## config.mk

```make
export PLATFORM = sky130hd
export DESIGN_NAME = trim_wiper_ctrl
export DESIGN_NICKNAME = d
export VERILOG_FILES = /design/src/rtl/twpot_pkg.sv /design/src/rtl/twpot_sync.sv /design/src/rtl/twpot_counter.sv /design/src/rtl/twpot_decode.sv /design/src/rtl/trim_wiper_ctrl.sv
export SDC_FILE = /design/constraint.sdc
export NUM_CORES = 1
export LEC_CHECK = 0
export ABC_CLOCK_PERIOD_IN_PS = 2400
export BUFFER_PORTS_ARGS = -buffer_cell sky130_fd_sc_hd__buf_2
export CORE_AREA = 3 3 68 70
export DETAILED_ROUTE_END_ITERATION = 8
export DIE_AREA = 0 0 71 73
export GPL_ROUTABILITY_DRIVEN = 0
export GPL_TIMING_DRIVEN = 1
export PLACE_DENSITY = 0.77
export SYNTH_ARGS = -nofsm -noshare
export SYNTH_HDL_FRONTEND = slang
export SYNTH_HIERARCHICAL = 1
export SYNTH_SLANG_ARGS = --single-unit
```

## constraint.sdc

```tcl
create_clock -name clk -period 2.4 [get_ports clk]
set_clock_uncertainty 0.15 [all_clocks]
set_input_delay 0 -clock clk [delete_from_list [all_inputs] [get_ports clk]]
set_output_delay 0 -clock clk [all_outputs]
set_load 0.05 [all_outputs]
```

## src/rtl/twpot_pkg.sv

```systemverilog
package twpot_pkg;
    typedef enum logic [1:0] {
        ST_LOAD    = 2'd0,
        ST_STANDBY = 2'd1,
        ST_ACTIVE  = 2'd2,
        ST_STORE   = 2'd3
    } wstate_e;
endpackage

```

## src/rtl/twpot_sync.sv

```systemverilog
module twpot_sync #(
    parameter int unsigned     WIDTH   = 3,
    parameter int unsigned     STAGES  = 2,
    parameter logic [WIDTH-1:0] RST_VAL = '0
) (
    input  logic             clk,
    input  logic             por_n,
    input  logic [WIDTH-1:0] async_i,
    output logic [WIDTH-1:0] sync_o
);
    logic [STAGES-1:0][WIDTH-1:0] stage_q;

    always_ff @(posedge clk or negedge por_n) begin
        if (!por_n) begin
            stage_q <= {STAGES{RST_VAL}};
        end else begin
            stage_q <= {stage_q[STAGES-2:0], async_i};
        end
    end

    assign sync_o = stage_q[STAGES-1];
endmodule

```

## src/rtl/twpot_counter.sv

```systemverilog
module twpot_counter #(
    parameter int unsigned      POS_W   = 4,
    parameter logic [POS_W-1:0] MAX_POS = '1,
    parameter logic [POS_W-1:0] RST_POS = '0
) (
    input  logic             clk,
    input  logic             por_n,
    input  logic             load_i,
    input  logic [POS_W-1:0] load_val_i,
    input  logic             step_i,
    input  logic             up_i,
    output logic [POS_W-1:0] pos_o
);
    logic [POS_W-1:0] pos_q;

    always_ff @(posedge clk or negedge por_n) begin
        if (!por_n) begin
            pos_q <= RST_POS;
        end else if (load_i) begin
            pos_q <= load_val_i;
        end else if (step_i) begin
            if (up_i && (pos_q != MAX_POS)) begin
                pos_q <= pos_q + 1'b1;
            end else if (!up_i && (pos_q != '0)) begin
                pos_q <= pos_q - 1'b1;
            end
        end
    end

    assign pos_o = pos_q;


    sat_top_chk: assert property (@(posedge clk) disable iff (!por_n)
        (step_i && up_i && !load_i && pos_q == MAX_POS) |=> (pos_q == MAX_POS));

    sat_bot_chk: assert property (@(posedge clk) disable iff (!por_n)
        (step_i && !up_i && !load_i && pos_q == '0) |=> (pos_q == '0));

    step_up_chk: assert property (@(posedge clk) disable iff (!por_n)
        (step_i && up_i && !load_i && pos_q != MAX_POS) |=> (pos_q == $past(pos_q) + 1'b1));

    step_dn_chk: assert property (@(posedge clk) disable iff (!por_n)
        (step_i && !up_i && !load_i && pos_q != '0) |=> (pos_q == $past(pos_q) - 1'b1));
endmodule

```

## src/rtl/twpot_decode.sv

```systemverilog
module twpot_decode #(
    parameter int unsigned TAPS  = 16,
    parameter int unsigned POS_W = 4
) (
    input  logic [POS_W-1:0] pos_i,
    output logic [TAPS-1:0]  tap_o
);
    for (genvar t = 0; t < TAPS; t++) begin : g_tap
        assign tap_o[t] = (pos_i == POS_W'(t));
    end
endmodule

```

## src/rtl/trim_wiper_ctrl.sv

```systemverilog
module trim_wiper_ctrl
    import twpot_pkg::*;
#(
    parameter int unsigned TAPS         = 16,
    parameter int unsigned STORE_CYCLES = 1_000_000,
    parameter int unsigned NV_DEFAULT   = 0,
    parameter int unsigned SYNC_STAGES  = 2
) (
    input  logic                     clk,
    input  logic                     por_n,
    input  logic                     srst,
    input  logic                     sel_n,
    input  logic                     stb,
    input  logic                     dir_up,
    output logic [TAPS-1:0]          tap_sel,
    output logic [$clog2(TAPS)-1:0]  pos_o,
    output logic                     busy_o,
    output logic                     standby_o
);
    localparam int unsigned      POS_W   = $clog2(TAPS);
    localparam int unsigned      TMR_W   = $clog2(STORE_CYCLES + 1);
    localparam logic [POS_W-1:0] MAX_POS = POS_W'(TAPS - 1);
    localparam logic [POS_W-1:0] DEF_POS = POS_W'(NV_DEFAULT);

    logic             sel_s, stb_s, dir_s;
    logic             sel_prev_q, stb_prev_q;
    logic             stb_fall, sel_fall;
    wstate_e          state_q, state_d;
    logic [POS_W-1:0] pos_q;
    logic [POS_W-1:0] nv_q;
    logic [TMR_W-1:0] tmr_q;
    logic             step_en, commit, tmr_load, load_pos;

    twpot_sync #(
        .WIDTH  (3),
        .STAGES (SYNC_STAGES),
        .RST_VAL(3'b011)
    ) u_sync (
        .clk    (clk),
        .por_n  (por_n),
        .async_i({dir_up, stb, sel_n}),
        .sync_o ({dir_s, stb_s, sel_s})
    );

    always_ff @(posedge clk or negedge por_n) begin
        if (!por_n) begin
            sel_prev_q <= 1'b1;
            stb_prev_q <= 1'b1;
        end else begin
            sel_prev_q <= sel_s;
            stb_prev_q <= stb_s;
        end
    end

    assign stb_fall = stb_prev_q & ~stb_s;
    assign sel_fall = sel_prev_q & ~sel_s;

    // next-state logic
    always_comb begin
        state_d = state_q;
        if (srst) begin
            state_d = ST_LOAD;
        end else begin
            unique case (state_q)
                ST_LOAD:    state_d = ST_STANDBY;
                ST_STANDBY: if (sel_fall) state_d = ST_ACTIVE;
                ST_ACTIVE:  if (sel_s) state_d = stb_s ? ST_STORE : ST_STANDBY;
                ST_STORE:   if (tmr_q == '0) state_d = ST_STANDBY;
                default:    state_d = ST_LOAD;
            endcase
        end
    end

    // state register
    always_ff @(posedge clk or negedge por_n) begin
        if (!por_n) begin
            state_q <= ST_LOAD;
        end else begin
            state_q <= state_d;
        end
    end

    // outputs and controls
    always_comb begin
        step_en   = 1'b0;
        commit    = 1'b0;
        tmr_load  = 1'b0;
        load_pos  = 1'b0;
        busy_o    = 1'b0;
        standby_o = 1'b0;
        unique case (state_q)
            ST_LOAD:    load_pos  = !srst;
            ST_STANDBY: standby_o = 1'b1;
            ST_ACTIVE: begin
                step_en  = !srst && !sel_s && stb_fall;
                commit   = !srst && sel_s && stb_s;
                tmr_load = commit;
            end
            ST_STORE:   busy_o = 1'b1;
            default:    ;
        endcase
    end

    always_ff @(posedge clk or negedge por_n) begin
        if (!por_n) begin
            nv_q <= DEF_POS;
        end else if (commit) begin
            nv_q <= pos_q;
        end
    end

    always_ff @(posedge clk or negedge por_n) begin
        if (!por_n) begin
            tmr_q <= '0;
        end else if (tmr_load) begin
            tmr_q <= TMR_W'(STORE_CYCLES - 1);
        end else if (state_q == ST_STORE && tmr_q != '0) begin
            tmr_q <= tmr_q - 1'b1;
        end
    end

    twpot_counter #(
        .POS_W  (POS_W),
        .MAX_POS(MAX_POS),
        .RST_POS(DEF_POS)
    ) u_cnt (
        .clk       (clk),
        .por_n     (por_n),
        .load_i    (load_pos),
        .load_val_i(nv_q),
        .step_i    (step_en),
        .up_i      (dir_s),
        .pos_o     (pos_q)
    );

    twpot_decode #(
        .TAPS (TAPS),
        .POS_W(POS_W)
    ) u_dec (
        .pos_i(pos_q),
        .tap_o(tap_sel)
    );

    assign pos_o = pos_q;


    tap_onehot_chk: assert property (@(posedge clk) disable iff (!por_n)
        ($countones(tap_sel) == 1));

    idle_hold_chk: assert property (@(posedge clk) disable iff (!por_n)
        (state_q == ST_STANDBY && !srst) |=> $stable(pos_q));

    store_hold_chk: assert property (@(posedge clk) disable iff (!por_n)
        (state_q == ST_STORE && !srst) |=> $stable(pos_q));

    nv_hold_chk: assert property (@(posedge clk) disable iff (!por_n)
        (state_q != ST_ACTIVE || !sel_s || !stb_s) |=> $stable(nv_q));

    store_end_chk: assert property (@(posedge clk) disable iff (!por_n)
        (state_q == ST_STORE && tmr_q == '0 && !srst) |=> (state_q == ST_STANDBY));
endmodule

```

==> reports/qor.csv <==
metric,value,unit
layout-drive-gt1-share,34.1,%
largest_net_degree_at_the_start_of_global_routing,39,
drtIter0Drc,144,
timing.setup.critical_path_class,flop to flop,
post-synth-top-area-cell,dfrtp_1,
numClockSinks,38,
met2_usage,31.9,%
ys.warnings.count,6,
timing.critical_path.arrival,2.22,ns
grt_antenna_before_repair,0,
detail_route.vias_per_cell,5.66,
synth_area,2330,sq um
fin_tns_setup,0,ns
design_power_total,1.76,mW
multi_input_area,1280,sq um
clock_power_share,38.4,%
hold_viol,0,
netlist_top_cells_count,"dfrtp_1 (32), nand2_1 (30), nor2_1 (16), xnor2_1 (10), a21oi_1 (9)",
timing.final.ws_setup,0.216,ns
maxClockFrequency,458,MHz
setup_viol,0,
grt_most_used_layer,met2,
synth_top_flop_cell,dfrtp_1,
drt-wirelength-per-cell,14.7,um
status,finished clean,
first_global_vias,1682,
register_area,961,sq um
critical_path.max_fanout,4,
nNetsFinal,272,
yosysTopAreaCellShare,34.4,%
synth.avg_cell_area,10.5,sq um
cts_tree,yes,
critPathLaunchType,flop,
power.share.switching,27.6,%
groute.usage.overall,18.7,%
ir_worst_vdd,0.485,mV
die-width,71,um
p_leak,1.19,nW
global_route_wire_length_before_repair,7.70,mm
root_buf_cell,clkbuf_8,
power.combinational.fraction,16.0,%
synth_area_leaders,"dfrtp_1 (34%), dfstp_2 (6.8%), nand2_1 (4.8%)",
cts_inserted_buffers,5,
net_switching,0.486,mW
ios,28,
place_hpwl,2.97,mm
min_period_over_period,91.0,%
tightestPinTransition,0.823,ns
holdCritPathClass,input pin to async pin,
synth-edff-count,0,
synthesis.nets,236,
sequential_power_share,45.6,%
route.detailed.drc,0,
drt_wl_total,4.53,mm
postSynthRegisterBits,38,
globalRouteOverflowTotal,0,
synthesis.instances,221,
vias_after_detailed_routing,1744,
utilization_after_layout,67.3,%
async_flop_share,100,%
drtAntennaViolNets,0,
grt_use_met1,23.4,%
insertion_delay,0.30,ns
internal_power,1.28,mW
die_area,5180,sq um
htreeDepth,2,
floorplan.die.height,73,um
fillCellCount,324,
clk_pin_slew_worst_paths,0.07,ns
buffer_ports.inserted,27,
synth.distinct_cells,57,
relSlewSlack,45.1,%
design.core.area,4030,sq um
final_max_slew_viol_count,0,
rsz0062_at_grt,no,
synth-seq-area-share,41.2,%
crit_required,2.44,ns
critPathCaptureType,flop,
clk_path_buf_depth,2,
preCtsSetupSlack,0.0972,ns
final_period_demand_of_the_worst_path,2.18,ns
iteration_count_of_the_initial_detailed_routing_pass,4,
globalRouteMet3Util,4.96,%
drv.max_cap_violation_count,0,
yosysMostFrequentCell,dfrtp_1,
area_delta_synth_final,16.4,%
diodes_inserted,0,
cellPowerDensity,650,nW/um^2
initial_core_util,57.8,%
floorplan.rows,23,
[layer usage]
metal | up-vias | part of all wire (%)
met3 | 9 | 3.0
li1 | 865 | -
met1 | 848 | 46
met5 | - | 0
met2 | 22 | 50
met4 | 0 | 1.5
[cells in the final DEF, fill, tap and decap left out, types with 7 or more instances in the layout]
cell / netlist / final
ha_1: 8 / 7
buf_2: 0 / 27
and4bb_2: 7 / 7
nand2_1: 30 / 30
xnor2_1: 10 / 10
buf_4: 7 / 7
a21oi_1: 9 / 9
inv_1: 8 / 8
nor2_1: 16 / 16
dfrtp_1: 32 / 30
[timing repair]
item	4_1_cts	5_1_grt
hold buffers	5	0
gates resized for setup	0	1
hold endpoints to repair	37	0
setup buffers	0	0
endpoints found under the setup margin	0	2
[cells by family (layout without fill, tap and decap cells)]
logic type	count (synthesis)	in the layout	share of synthesized area [%]
and+or+nand+nor	109	109	32.4
DFF	38	38	41.2
AOI/OAI and AO/OA	33	33	11.7
buffers and inverters	18	55	4.35
xor gates and xnor gates	14	14	5.27
adders and majority gates	9	9	5.16
[final timing paths]
kind | start | to | slack [ns] | depth (start not counted)
min in group clk | dir_up | u_sync/stage_q[2]$_DFF_PN0_ | 0.20 | 2
max reg2reg | state_q[0]$_DFFE_PN0P_ | tmr_q[17]$_DFFE_PN0P_ | 0.22 | 6
min | por_n | tmr_q[17]$_DFFE_PN0P_ | 0.18 | 2
min reg2reg | u_sync/stage_q[2]$_DFF_PN0_ | u_sync/sync_o[2]$_DFF_PN0_ | 0.21 | 0
max in group asynchronous | por_n | u_cnt/pos_o[0]$_DFFE_PN0P_ | 1.34 | 2
max | state_q[0]$_DFFE_PN0P_ | tmr_q[17]$_DFFE_PN0P_ | 0.22 | 6
[sequential cells by signal (all words and copies together), names as in the netlist]
signal          count
u_cnt/pos_o         4
nv_q                4
tmr_q              20
u_sync/sync_o       3
sel_prev_q          1
u_sync/stage_q      3
stb_prev_q          1
state_q             2
[worst max-delay path, stage by stage (launching register included)]
cell and delay (ns):
dfrtp_1 0.40, ha_2 0.24, or3b_1 0.44, a2111oi_2 0.46, nand3_1 0.14, xor2_1 0.16
nand2_1 0.07
[through the flow]
step	hold slack (ns)	instances	area, sq um
after floorplan	-0.446	221	2330
after global placement	-0.0444	295	2510
after detailed placement	-0.0434	295	2510
after CTS	0.181	308	2710
after global routing	0.193	308	2710
final	0.182	308	2710
[area by class of cell]
type | count | share of cell area (%)
clock buffers | 6 | 3.05
flip-flops and latches | 38 | 35.5
inverters | 8 | 1.11
clock inverters | 2 | 2.22
repair buffers | 39 | 8.77
multi-input cells | 165 | 47.1
well taps | 50 | 2.31
[power by group through the flow]
stage          Sequential (mW)  Combinational, mW  Clock [mW]
5_1_grt                  0.814              0.317       0.727
6_report                 0.803              0.282       0.677
3_5_place_dp             0.809              0.274           0
2_1_floorplan            0.791              0.221           0
3_3_place_gp             0.807              0.271           0
4_1_cts                  0.800              0.286       0.691
Note: power is estimated with default switching activity, not from simulation.
